===== src/rtl/wcopy_pkg.sv =====
// Shared types for the word copy engine.
// Assumes: mode bit 0 set means the source side is a fixed port,
//          mode bit 1 set means the destination side is a fixed port.
package wcopy_pkg;

    typedef enum logic [2:0] {
        ST_IDLE,
        ST_FETCH_SRC,
        ST_FETCH_DST,
        ST_READ,
        ST_WRITE,
        ST_DONE
    } wc_state_t;

    typedef enum logic [1:0] {
        MODE_BOTH_STEP  = 2'b00,
        MODE_SRC_FIXED  = 2'b01,
        MODE_DST_FIXED  = 2'b10,
        MODE_BOTH_FIXED = 2'b11
    } wc_mode_t;

    // True when the source address advances after each word.
    function automatic logic src_steps(input wc_mode_t m);
        return !m[0];
    endfunction

    // True when the destination address advances after each word.
    function automatic logic dst_steps(input wc_mode_t m);
        return !m[1];
    endfunction

    // True for any state that drives a memory request.
    function automatic logic is_access(input wc_state_t s);
        return (s == ST_FETCH_SRC) || (s == ST_FETCH_DST) ||
               (s == ST_READ) || (s == ST_WRITE);
    endfunction

endpackage


===== src/rtl/wcopy_fsm.sv =====
// Sequencer for the copy engine.
// Walks idle -> source pointer fetch -> destination pointer fetch ->
// (read -> write)* -> done -> idle. An access state leaves only on a
// good acknowledge or on an error; an error always goes to done.
// Assumes: acc_ok and acc_err are never high together.
module wcopy_fsm
    import wcopy_pkg::*;
(
    input  logic      clk,
    input  logic      rst_n,
    input  logic      start,
    input  logic      acc_ok,
    input  logic      acc_err,
    input  logic      count_zero,
    input  logic      last_word,
    output wc_state_t state
);

    wc_state_t state_nx;

    // Next-state selection.
    always_comb begin
        state_nx = state;
        unique case (state)
            ST_IDLE:      if (start) state_nx = ST_FETCH_SRC;
            ST_FETCH_SRC: begin
                if (acc_err)     state_nx = ST_DONE;
                else if (acc_ok) state_nx = ST_FETCH_DST;
            end
            ST_FETCH_DST: begin
                if (acc_err)     state_nx = ST_DONE;
                else if (acc_ok) state_nx = count_zero ? ST_DONE : ST_READ;
            end
            ST_READ: begin
                if (acc_err)     state_nx = ST_DONE;
                else if (acc_ok) state_nx = ST_WRITE;
            end
            ST_WRITE: begin
                if (acc_err)     state_nx = ST_DONE;
                else if (acc_ok) state_nx = last_word ? ST_DONE : ST_READ;
            end
            ST_DONE:      state_nx = ST_IDLE;
            default:      state_nx = ST_IDLE;
        endcase
    end

    // State register.
    always_ff @(posedge clk) begin
        if (!rst_n) state <= ST_IDLE;
        else        state <= state_nx;
    end

    assert_done_one_cycle_R8: assert property (@(posedge clk) disable iff (!rst_n)
        (state == ST_DONE) |=> (state == ST_IDLE));

    assert_abort_on_err_R10: assert property (@(posedge clk) disable iff (!rst_n)
        (is_access(state) && acc_err) |=> (state == ST_DONE));

    assert_zero_count_R9: assert property (@(posedge clk) disable iff (!rst_n)
        ((state == ST_FETCH_DST) && acc_ok && count_zero) |=> (state == ST_DONE));

    assert_wait_for_resp_R2: assert property (@(posedge clk) disable iff (!rst_n)
        (is_access(state) && !acc_ok && !acc_err) |=> $stable(state));

endmodule


===== src/rtl/wcopy_addr_reg.sv =====
// One side's copy address. Loaded from a fetched pointer; after each
// word it advances by STEP bytes when its side steps, or holds when the
// side is a fixed port.
// Assumes: load and advance are never high together.
module wcopy_addr_reg #(
    parameter int AW   = 32,
    parameter int STEP = 4
) (
    input  logic          clk,
    input  logic          rst_n,
    input  logic          load,
    input  logic [AW-1:0] load_val,
    input  logic          advance,
    input  logic          step_en,
    output logic [AW-1:0] addr
);

    localparam logic [AW-1:0] STEP_V = AW'(STEP);

    // Address register: load, step or hold.
    always_ff @(posedge clk) begin
        if (!rst_n)                  addr <= '0;
        else if (load)               addr <= load_val;
        else if (advance && step_en) addr <= addr + STEP_V;
    end

    assert_fixed_side_holds_R7: assert property (@(posedge clk) disable iff (!rst_n)
        (advance && !step_en && !load) |=> $stable(addr));

    assert_no_load_and_step_R3: assert property (@(posedge clk) disable iff (!rst_n)
        !(load && advance));

endmodule


===== src/rtl/wcopy_word_counter.sv =====
// Remaining-word counter. Loaded with the command count, decremented
// after each acknowledged write. Flags zero and the last word.
// Assumes: dec is raised only while words remain.
module wcopy_word_counter #(
    parameter int CW = 16
) (
    input  logic          clk,
    input  logic          rst_n,
    input  logic          load,
    input  logic [CW-1:0] load_val,
    input  logic          dec,
    output logic          is_zero,
    output logic          is_last
);

    localparam logic [CW-1:0] ONE = CW'(1);

    logic [CW-1:0] remain;

    // Count register.
    always_ff @(posedge clk) begin
        if (!rst_n)    remain <= '0;
        else if (load) remain <= load_val;
        else if (dec)  remain <= remain - ONE;
    end

    // Status flags for the sequencer.
    always_comb begin
        is_zero = (remain == '0);
        is_last = (remain == ONE);
    end

    assert_no_underflow_R8: assert property (@(posedge clk) disable iff (!rst_n)
        dec |-> !is_zero);

endmodule


===== src/rtl/wcopy_engine.sv =====
// Pointer-indirect word copy engine, top level.
// Captures a command while idle, fetches the two pointers, then copies
// words one read and one write at a time through a single request /
// acknowledge master port. The address of each side steps by one word or
// stays fixed according to the mode. An error response aborts the command.
// Assumes: mem_ack / mem_err are raised only while mem_req is high.
module wcopy_engine
    import wcopy_pkg::*;
#(
    parameter int AW = 32,
    parameter int DW = 32,
    parameter int CW = 16
) (
    input  logic          clk,
    input  logic          rst_n,
    input  logic          cmd_start,
    input  logic [AW-1:0] cmd_src_ptr_addr,
    input  logic [AW-1:0] cmd_dst_ptr_addr,
    input  logic [1:0]    cmd_mode,
    input  logic [CW-1:0] cmd_count,
    output logic          done,
    output logic          err,
    output logic          mem_req,
    output logic          mem_we,
    output logic [AW-1:0] mem_addr,
    output logic [DW-1:0] mem_wdata,
    input  logic [DW-1:0] mem_rdata,
    input  logic          mem_ack,
    input  logic          mem_err
);

    localparam int WORD_BYTES = DW / 8;
    localparam int NSIDE      = 2;   // 0 = source, 1 = destination

    wc_state_t     state;
    wc_mode_t      mode_q;
    logic [AW-1:0] src_pa_q;
    logic [AW-1:0] dst_pa_q;
    logic [DW-1:0] data_q;
    logic          err_q;
    logic          accept;
    logic          acc_ok;
    logic          acc_err;
    logic          count_zero;
    logic          last_word;
    logic          word_done;
    logic [AW-1:0] side_addr [NSIDE];

    // Handshake qualifiers.
    always_comb begin
        accept    = (state == ST_IDLE) && cmd_start;
        acc_ok    = mem_req && mem_ack && !mem_err;
        acc_err   = mem_req && mem_err;
        word_done = (state == ST_WRITE) && acc_ok;
    end

    // Command capture, taken only while idle.
    always_ff @(posedge clk) begin
        if (!rst_n) begin
            mode_q   <= MODE_BOTH_STEP;
            src_pa_q <= '0;
            dst_pa_q <= '0;
        end else if (accept) begin
            mode_q   <= wc_mode_t'(cmd_mode);
            src_pa_q <= cmd_src_ptr_addr;
            dst_pa_q <= cmd_dst_ptr_addr;
        end
    end

    // Read data holding register, captured on a read acknowledge.
    always_ff @(posedge clk) begin
        if (!rst_n)                           data_q <= '0;
        else if ((state == ST_READ) && acc_ok) data_q <= mem_rdata;
    end

    // Sticky abort flag, cleared when a new command is accepted.
    always_ff @(posedge clk) begin
        if (!rst_n)       err_q <= 1'b0;
        else if (accept)  err_q <= 1'b0;
        else if (acc_err) err_q <= 1'b1;
    end

    wcopy_fsm u_fsm (
        .clk        (clk),
        .rst_n      (rst_n),
        .start      (accept),
        .acc_ok     (acc_ok),
        .acc_err    (acc_err),
        .count_zero (count_zero),
        .last_word  (last_word),
        .state      (state)
    );

    wcopy_word_counter #(.CW(CW)) u_cnt (
        .clk      (clk),
        .rst_n    (rst_n),
        .load     (accept),
        .load_val (cmd_count),
        .dec      (word_done),
        .is_zero  (count_zero),
        .is_last  (last_word)
    );

    // One address register per side; the mode picks each side's rule.
    for (genvar g = 0; g < NSIDE; g++) begin : g_side
        localparam wc_state_t FETCH_ST = (g == 0) ? ST_FETCH_SRC : ST_FETCH_DST;
        logic step_en;
        logic load;

        // Side-specific load strobe and step enable.
        always_comb begin
            load    = (state == FETCH_ST) && acc_ok;
            step_en = (g == 0) ? src_steps(mode_q) : dst_steps(mode_q);
        end

        wcopy_addr_reg #(.AW(AW), .STEP(WORD_BYTES)) u_addr (
            .clk      (clk),
            .rst_n    (rst_n),
            .load     (load),
            .load_val (mem_rdata[AW-1:0]),
            .advance  (word_done),
            .step_en  (step_en),
            .addr     (side_addr[g])
        );
    end

    // Master port drive from the current state.
    always_comb begin
        mem_req   = is_access(state);
        mem_we    = (state == ST_WRITE);
        mem_wdata = data_q;
        unique case (state)
            ST_FETCH_SRC: mem_addr = src_pa_q;
            ST_FETCH_DST: mem_addr = dst_pa_q;
            ST_READ:      mem_addr = side_addr[0];
            ST_WRITE:     mem_addr = side_addr[1];
            default:      mem_addr = '0;
        endcase
    end

    // Completion outputs.
    always_comb begin
        done = (state == ST_DONE);
        err  = done && err_q;
    end

    assert_req_held_R2: assert property (@(posedge clk) disable iff (!rst_n)
        (mem_req && !mem_ack && !mem_err) |=>
            (mem_req && $stable(mem_addr) && $stable(mem_we) && $stable(mem_wdata)));

    assert_err_only_with_done_R10: assert property (@(posedge clk) disable iff (!rst_n)
        err |-> done);

    assert_busy_start_ignored_R11: assert property (@(posedge clk) disable iff (!rst_n)
        (cmd_start && (state != ST_IDLE)) |=>
            ($stable(src_pa_q) && $stable(dst_pa_q) && $stable(mode_q)));

    assert_no_req_after_done_R8: assert property (@(posedge clk) disable iff (!rst_n)
        done |-> !mem_req);

endmodule


===== config.mk =====
export PLATFORM = sky130hd
export DESIGN_NAME = wcopy_engine
export DESIGN_NICKNAME = d
export VERILOG_FILES = /design/src/rtl/wcopy_pkg.sv /design/src/rtl/wcopy_fsm.sv /design/src/rtl/wcopy_addr_reg.sv /design/src/rtl/wcopy_word_counter.sv /design/src/rtl/wcopy_engine.sv
export SDC_FILE = /design/constraint.sdc
export NUM_CORES = 1
export LEC_CHECK = 0
export ABC_AREA = 1
export CORE_ASPECT_RATIO = 1.25
export CORE_MARGIN = 5
export CORE_UTILIZATION = 53
export CTS_CLUSTER_SIZE = 10
export DETAILED_ROUTE_END_ITERATION = 16
export HOLD_SLACK_MARGIN = 0.02
export PLACE_DENSITY = 0.79
export SLEW_MARGIN = 30
export SYNTH_ARGS = -nofsm -noshare
export SYNTH_HDL_FRONTEND = slang
export SYNTH_SLANG_ARGS = --single-unit

===== constraint.sdc =====
create_clock -name clk -period 2.28 [get_ports clk]
set_clock_uncertainty 0.15 [all_clocks]
set_input_delay 0.228 -clock clk [delete_from_list [all_inputs] [get_ports clk]]
set_output_delay 0.228 -clock clk [all_outputs]
set_load 0.02 [all_outputs]

==> metrics.cfg, run 1 <==
[run_status]
outcome = complete, no violations

[worst_setup_path]
start_kind = register
criticalPathCategory = reg -> out
cp.arrival_ns = 1.84
worst_path_largest_cell_delay_ns = 0.40
crit_slowest_cell = dfxtp_4
crit_fanout = 14
crit_family = buffers and inverters
crit_top_cell = buf_4
cp_data_required_time_ns = 1.90
crit_path_cell_trace = buf_4, nor3_4, buf_4, buf_12, a221o_1, buf_2
path_buf_inv = 4
endpoint_kind = output pin
ff2ff_setup_slack_ns = 0.21

[sta]
finalSetupViolCount = 0
min_period_over_period_pct = 97.27
worst_pin_slew_ns = 0.4922
fin_setup_tns_ns = 0
slew_violations = 0
fin_crit_ns = 2.218
clock.fmax_mhz = 450.9
relSlewSlack_pct = 67.18
hold_viol = 0
rsz0062_at_grt = no

[final_layout]
syn_to_final_growth_pct = 31.02
fin_nets = 1791
diodes = 0
drive_above_1_share_pct = 9.702
mostFrequentLayoutCell = nand2_1
final_cell_mix = nand2_1 (395), nor2_1 (192), dfxtp_1 (179), clkdlybuf4s50_1 (149), inv_1 (144)
post-route-util_pct = 70.18

[detailed_routing]
ant_nets = 0
vias_per_cell = 5.664
route.vias.total = 10807
drt_first_pass_iters = 8
wirelength_um = 34000
dr.first_iter.drc_count = 1188
drc = 0
avgRoutedWirePerCell_um = 17.82

[logic_synthesis]
syn_avg_cell_area_um2 = 6.531
synth_cell_types = 40
synth_top_area_cell = dfxtp_1
ys_seq_area_share_pct = 37.87
synth_warnings = 0
synth.area.top_cells = dfxtp_1 (38%), nand2_1 (15%), nor2_1 (7.5%)
synth-seq-cells = 182
postSynthCellCount = 1473
syn_nets = 1597
synth_top_area_share_pct = 37.87
synth_area_mm2 = 0.009620

[die]
start_util_pct = 53.56
fp.dieW_um = 130.5
core_mm2 = 0.01796
io_pins = 187
die_h_um = 160.6
die_area_mm2 = 0.02096
num_rows = 55

[clocking]
root_buffer = clkbuf_16
h-tree-depth = 4
cts.clk_slew.worst_paths_ns = 0.07
cts_buffers = 17
cts_max_path_buffers = 2
clock-sinks = 182
clk_latency_ns = 0.43
cts_tree = built

[global_route]
antenna_found_initial = 0
gr-total-overflow = 0
track_usage_pct = 31.88
grt_max_degree = 67
grt_pass1_vias = 10068
grt_pass1_wl_um = 53140

[power_and_ir_drop]
power_leakage_nw = 5.120
powerDensity_mw_per_mm2 = 795.2
irDropWorstVdd_v = 0.0005310
power.total_mw = 10.02

[place]
place.gp.congestion = 1.014
portBuffers = 186
dp_hpwl_um = 25070

[min_path]
hp-class = in -> reg

[run]
cap_violations = 0

## worst min-delay path: stages
cell and delay [ns]:
buf_2 0.12, inv_2 0.11, a21oi_1 0.12
## where the power goes
| group | internal, mW | leakage (nW) | switching [mW] |
|---|---|---|---|
| combinational | 1.14 | 3.33 | 1.84 |
| clock | 1.89 | 0.306 | 1.33 |
| sequential | 3.54 | 1.48 | 0.277 |
| total | 6.57 | 5.12 | 3.45 |
## state kept, by name, indices dropped and copies added, names as in the netlist
register            cells
mode_q                  2
u_cnt.remain           16
u_fsm.state             3
src_pa_q               32
err_q                   1
dst_pa_q               32
g_side.u_addr.addr     64
mem_wdata              32
## synth_stat cells (all sizes together)
cell type	instances
o211ai	5
nor3	11
inv	153
a31oi	14
nand2	403
a221o	28
a211oi	1
buf	40
nor2	196
o21bai	2
nand3	78
nand4	12
ha	5
clkinv	2
o22ai	62
nor4	2
o21ai	78
o221ai	2
o2111ai	4
dfxtp	182
a21oi	133
clkbuf	32
xor2	15
o31ai	5
or2	4
nand3b	3
nor3b	1
## area by class of cell
cell class                 instances  area [um2]
timing repair buffer             247        2327
sequential                       182        3650
inverter                         155       581.8
fill                            1523        5356
clock buffer                      20       446.7
tap                              228       285.3
multi-input combinational       1064        5125
clock inverter                    12       188.9
## cell families after synthesis
kind of cell	share of synthesized area, %
simple gates	30.21
compound gates	20.39
buf+inv	9.507
flops	37.87
xor+xnor	1.366
fa+ha+maj	0.6503
## stage by stage
step	std cells	instance area, um2	worst slack [ns]	hold slack, ns
global route	1908	12600	0.01707	0.05713
global placement	1870	12010	0.1039	0.2978
finish	1908	12600	0.06232	0.03027
CTS	1905	12620	-0.02023	0.03485
floorplan	1473	9620	0.3459	0.2129
detailed placement	1870	12010	0.04461	0.2982
## path summary, 6_finish.rpt
kind | cells after the start | startpoint | endpoint
max | 6 | u_fsm.state[0] | mem_addr[27]
min | 3 | rst_n | dst_pa_q[3]
max reg2reg | 10 | g_side[0].u_addr.addr[2] | g_side[0].u_addr.addr[30]
min reg2reg | 2 | src_pa_q[0] | src_pa_q[0]
## metal layers
metal	vias to the layer above	routed length, um	GRT usage, %
met5	-	0	0
met4	0	1529	12.35
met3	100	3132	6.853
met2	574	15770	51.30
met1	4890	13570	41.51
li1	5243	-	-
## what timing repair did
item | CTS | global route
resized for setup | 127 | 20
setup endpoints to repair | 36 | 28
pin swaps | 2 | 2
hold buffers | 0 | 0
gates cloned | 1 | 0
setup buffers | 2 | 3
(Power assumes the default switching activity.)
==> run 2, diff against run 1 <==
--- a/constraint.sdc
+++ b/constraint.sdc
@@ -4,2 +4,2 @@
 set_output_delay 0.228 -clock clk [all_outputs]
-set_load 0.02 [all_outputs]
+set_load 0.05 [all_outputs]
==> metrics.cfg, run 2 (same netlist as run 1, synthesis figures left out) <==
[run_status]
outcome = complete, no violations  ; unchanged

[worst_setup_path]
crit_slowest_cell = dfxtp_4  ; unchanged
cp_data_required_time_ns = 1.90  ; about the same
crit_top_cell = buf_12  ; was buf_4
worst_path_largest_cell_delay_ns = 0.37  ; was 0.40 ns
crit_fanout = 8  ; was 14
endpoint_kind = output pin  ; unchanged
ff2ff_setup_slack_ns = 0.19  ; was 0.21 ns
criticalPathCategory = reg -> out  ; unchanged
crit_path_cell_trace = nor2_4, nand2_8, buf_12, o22ai_2, a221o_1, buf_12  ; was buf_4, nor3_4, buf_4, buf_12, a221o_1, buf_2
start_kind = register  ; unchanged
cp.arrival_ns = 1.89  ; was 1.84 ns

[power_and_ir_drop]
powerDensity_mw_per_mm2 = 790.5  ; was 795.2 mW/mm2
power_leakage_nw = 5.261  ; was 5.120 nW
irDropWorstVdd_v = 0.0006170  ; was 0.0005310 V
power.total_mw = 10.61  ; was 10.02 mW

[sta]
relSlewSlack_pct = 56.24  ; was 67.18%
slew_violations = 0  ; unchanged
min_period_over_period_pct = 99.48  ; was 97.27%
worst_pin_slew_ns = 0.6564  ; was 0.4922 ns
finalSetupViolCount = 0  ; unchanged
fin_crit_ns = 2.268  ; was 2.218 ns
clock.fmax_mhz = 440.9  ; was 450.9 MHz
rsz0062_at_grt = yes  ; was no
worst_slack_ns = 0.01181  ; was 0.06232 ns
hold_viol = 0  ; unchanged

[final_layout]
stdcell_count = 1910  ; was 1908
fin_nets = 1794  ; was 1791
diodes = 0  ; unchanged
top_register = g_side.u_addr.addr  ; unchanged
nFillCells = 1420  ; was 1523
syn_to_final_growth_pct = 39.55  ; was 31.02%
final_cell_mix = nand2_1 (394), nor2_1 (190), dfxtp_1 (179), clkdlybuf4s50_1 (149), inv_1 (142)  ; was nand2_1 (395), nor2_1 (192), dfxtp_1 (179), clkdlybuf4s50_1 (149), inv_1 (144)
stdcell_area_mm2 = 0.01343  ; was 0.01260 mm2
largest_reg_flops = 64  ; unchanged
drive_above_1_share_pct = 11.77  ; was 9.702%
mostFrequentLayoutCell = nand2_1  ; unchanged

[global_route]
track_usage_pct = 32.53  ; was 31.88%
grt_pass1_vias = 10297  ; was 10068
grt_max_degree = 67  ; unchanged
grt_pass1_wl_um = 53900  ; was 53140 um
antenna_found_initial = 0  ; unchanged
gr-total-overflow = 0  ; unchanged

[place]
placed_cells = 1858  ; was 1870
portBuffers = 186  ; unchanged
dp_slack_ns = 0.1217  ; was 0.04461 ns
place.gp.congestion = 1.023  ; was 1.014
dpl-instance-area_mm2 = 0.01223  ; was 0.01201 mm2
dp_hpwl_um = 25600  ; was 25070 um

[clocking]
clock-sinks = 182  ; unchanged
cts.clk_slew.worst_paths_ns = 0.07  ; about the same
cts_tree = built  ; unchanged
cts_max_path_buffers = 2  ; unchanged
clk_latency_ns = 0.45  ; was 0.43 ns
cts_buffers = 17  ; unchanged
root_buffer = clkbuf_16  ; unchanged
h-tree-depth = 4  ; unchanged

[die]
core_mm2 = 0.01796  ; unchanged
start_util_pct = 53.56  ; unchanged
num_rows = 55  ; unchanged
die_area_mm2 = 0.02096  ; unchanged
die_h_um = 160.6  ; unchanged
fp.dieW_um = 130.5  ; unchanged
io_pins = 187  ; unchanged

[detailed_routing]
drt_first_pass_iters = 6  ; was 8
ant_nets = 0  ; unchanged
avgRoutedWirePerCell_um = 19.02  ; was 17.82 um
drc = 0  ; unchanged
vias_per_cell = 5.790  ; was 5.664
route.vias.total = 11059  ; was 10807
wirelength_um = 36330  ; was 34000 um
dr.first_iter.drc_count = 1305  ; was 1188

[run]
cap_violations = 0  ; unchanged

[min_path]
hp-class = in -> reg  ; unchanged

[run 2: critical path, delay by kind of cell, from the launching register on]
family | cells | cell delay [ns]
AOI/OAI and AO/OA | 2 | 0.46
DFF | 1 | 0.37
and+or+nand+nor | 2 | 0.29
buffers and inverters | 2 | 0.32
[run 2: repair_timing]
item | 4_1_cts | 5_1_grt
hold buffers | 0 | 0
cloned | 0 | 8
resized for setup | 30 | 28
endpoints found under the setup margin | 32 | 34
pin swaps | 2 | 20
setup buffers | 2 | 11
[run 2: layout make-up]
type / count / area, um2 / area share [%]
clock buffers: 17 / 425.4 / 3.169
clock inverters: 14 / 163.9 / 1.221
inverters: 155 / 588.1 / 4.380
multi-input cells: 1064 / 5360 / 39.93
flip-flops and latches: 182 / 3652 / 27.20
well taps: 228 / 285.3 / 2.125
repair buffers: 250 / 2950 / 21.98
[run 2: power by group]
group          switching, mW  total (mW)  internal, mW
Clock                   1.46        3.01          1.56
Combinational           2.26        3.79          1.54
Sequential             0.270        3.81          3.54
Total                   3.98        10.6          6.63
[run 2: final timing paths]
| kind | start | to | depth (start not counted) |
|---|---|---|---|
| setup / recovery | u_fsm.state[1] | mem_addr[20] | 6 |
| hold / removal | cmd_dst_ptr_addr[20] | dst_pa_q[20] | 3 |
| setup reg to reg | g_side[1].u_addr.addr[3] | g_side[1].u_addr.addr[28] | 11 |
| hold reg to reg | dst_pa_q[19] | dst_pa_q[19] | 2 |
[run 2: through the flow]
stage / hold WS, ns / setup TNS, ns / utilization (%)
after global routing: 0.1837 / -0.2583 / 74.75
after floorplan: 0.2129 / -0.3439 / -
after detailed placement: 0.2987 / 0 / 68.12
final: 0.1804 / 0 / 74.75
after global placement: 0.2932 / 0 / 68.12
after CTS: 0.1725 / -0.1898 / 72.39
[run 2: layer usage]
metal / share of wire (%) / GRT usage, %
met1: 38 / 40.31
met2: 48 / 53.72
met5: 0 / 0
met4: 5.8 / 16.60
met3: 8.0 / 5.522
==> run 3, diff against run 2 <==
- PLACE_DENSITY: 0.79 -> 0.83
==> metrics.cfg, run 3 (same netlist as run 1, synthesis figures left out) <==
[place]
dp_hpwl_um = 25910  ; was 25600 um
place.gp.congestion = 1.022  ; was 1.023
portBuffers = 186  ; unchanged
dp_slack_ns = 0.1115  ; was 0.1217 ns
placed_cells = 1863  ; was 1858

[clocking]
cts_max_path_buffers = 2  ; unchanged
cts_buffers = 17  ; unchanged
cts_tree = built  ; unchanged
cts.clk_slew.worst_paths_ns = 0.08  ; was 0.07 ns
clock-sinks = 182  ; unchanged
root_buffer = clkbuf_16  ; unchanged
clk_latency_ns = 0.44  ; was 0.45 ns
h-tree-depth = 4  ; unchanged
cts_hold_buffers = 0  ; unchanged

[final_layout]
drive_above_1_share_pct = 11.69  ; was 11.77%
fin_nets = 1796  ; was 1794
final_cell_mix = nand2_1 (395), nor2_1 (192), dfxtp_1 (179), clkdlybuf4s50_1 (149), inv_1 (143)  ; was nand2_1 (394), nor2_1 (190), dfxtp_1 (179), clkdlybuf4s50_1 (149), inv_1 (142)
syn_to_final_growth_pct = 38.89  ; was 39.55%
top_register = g_side.u_addr.addr  ; unchanged
post-route-util_pct = 74.39  ; was 74.75%
diodes = 0  ; unchanged
mostFrequentLayoutCell = nand2_1  ; unchanged
stdcell_count = 1913  ; was 1910
largest_reg_flops = 64  ; unchanged

[detailed_routing]
route.vias.total = 11140  ; was 11059
avgRoutedWirePerCell_um = 19.13  ; was 19.02 um
dr.first_iter.drc_count = 1057  ; was 1305
drc = 0  ; unchanged
wirelength_um = 36590  ; was 36330 um
ant_nets = 0  ; unchanged
vias_per_cell = 5.823  ; was 5.790
drt_first_pass_iters = 8  ; was 6

[die]
io_pins = 187  ; unchanged
die_area_mm2 = 0.02096  ; unchanged
start_util_pct = 53.56  ; unchanged
die_h_um = 160.6  ; unchanged
core_mm2 = 0.01796  ; unchanged
num_rows = 55  ; unchanged
fp.dieW_um = 130.5  ; unchanged

[sta]
rsz0062_at_grt = yes  ; unchanged
whs_ns = 0.03301  ; was 0.1804 ns
min_period_over_period_pct = 100.9  ; was 99.48%
worst_pin_slew_ns = 0.5526  ; was 0.6564 ns
hold_viol = 0  ; unchanged
fin_crit_ns = 2.300  ; was 2.268 ns
clock.fmax_mhz = 434.9  ; was 440.9 MHz
finalSetupViolCount = 1  ; was 0
slew_violations = 0  ; unchanged
relSlewSlack_pct = 63.16  ; was 56.24%
worst_slack_ns = -0.01957  ; was 0.01181 ns

[power_and_ir_drop]
intPower_mw = 6.641  ; was 6.630 mW
comb_power_share_pct = 35.8  ; was 35.7%
power.total_mw = 10.66  ; was 10.61 mW
clock_power_share_pct = 28.3  ; was 28.4%
p_seq_share_pct = 35.8  ; was 35.9%
p_sw_share_pct = 37.68  ; was 37.53%
power_leakage_nw = 5.256  ; was 5.261 nW
irDropWorstVdd_v = 0.0005484  ; was 0.0006170 V
powerDensity_mw_per_mm2 = 797.5  ; was 790.5 mW/mm2
switchingPower_mw = 4.015  ; was 3.983 mW

[global_route]
grt_pass1_wl_um = 54580  ; was 53900 um
grt_max_degree = 83  ; was 67
track_usage_pct = 32.88  ; was 32.53%
gr-total-overflow = 0  ; unchanged
grt_pass1_vias = 10586  ; was 10297
antenna_found_initial = 0  ; unchanged

[worst_setup_path]
cp.arrival_ns = 1.92  ; was 1.89 ns
endpoint_kind = output pin  ; unchanged
criticalPathCategory = reg -> out  ; unchanged
cp_data_required_time_ns = 1.90  ; about the same
ff2ff_setup_slack_ns = 0.16  ; was 0.19 ns
start_kind = register  ; unchanged
crit_fanout = 13  ; was 8

[run_status]
outcome = finished with violations  ; was complete, no violations
violations = setup timing

[min_path]
hp-class = in -> reg  ; unchanged

[run]
cap_violations = 0  ; unchanged

-- run 3: cell types whose count changed in the layout (fill, tap and decap cells not counted), moves of 3 or more --
cell	before	now
clkbuf_16	23	19
buf_6	6	3
buf_4	42	47
o22ai_4	8	2
o22ai_2	16	21
-- run 3: through the flow --
step | instance area (um2) | setup TNS, ns
after floorplan | 9627 | -0.3439
after global placement | 12270 | 0
after detailed placement | 12270 | 0
after CTS | 13140 | -0.2494
after global routing | 13360 | -0.8232
final | 13360 | -0.01957
-- run 3: routing by layer --
metal / wire, um / up-vias / GRT usage (%)
met3: 2972 / 127 / 6.454
met4: 1878 / 0 / 15.62
met1: 13630 / 5166 / 39.39
met2: 18110 / 582 / 55.74
met5: 0 / - / 0
li1: - / 5265 / -
-- run 3: worst paths after layout --
path	start	to	cells after the start
hold / removal	rst_n	u_cnt.remain[10]	3
setup / recovery	u_fsm.state[0]	mem_addr[2]	6
setup reg to reg	g_side[1].u_addr.addr[3]	g_side[1].u_addr.addr[28]	10
hold reg to reg	dst_pa_q[28]	dst_pa_q[28]	2
-- run 3: worst max-delay path, stage by stage, from the launching register on --
cell	delay (ns)
dfxtp_4	0.37
nor2_4	0.16
buf_12	0.16
nand2_8	0.14
o22ai_2	0.29
a221o_1	0.22
buf_12	0.15
-- run 3: timing repair --
| item | in CTS | in global routing |
|---|---|---|
| setup endpoints to repair | 32 | 32 |
| setup buffers | 7 | 5 |
| gates resized for setup | 31 | 22 |
| cloned | 3 | 4 |
| pin swaps | 16 | 14 |
-- run 3: power by group through the flow --
stage                     Clock, mW  Sequential [mW]  Combinational, mW
after detailed placement          0             3.86               3.32
after global placement            0             3.84               3.26
after floorplan                   0             3.83               2.05
after CTS                      3.04             3.79               3.58
final                          3.02             3.82               3.82
after global routing           3.17             3.86               4.09
-- run 3: layout make-up --
class	count	area, um2
Multi-Input combinational cell	1066	5330
Inverter	155	591.8
Clock buffer	18	439.2
Timing Repair Buffer	250	2904
Sequential cell	182	3655
Clock inverter	14	156.4
Tap cell	228	285.3
Fill cell	1421	4599
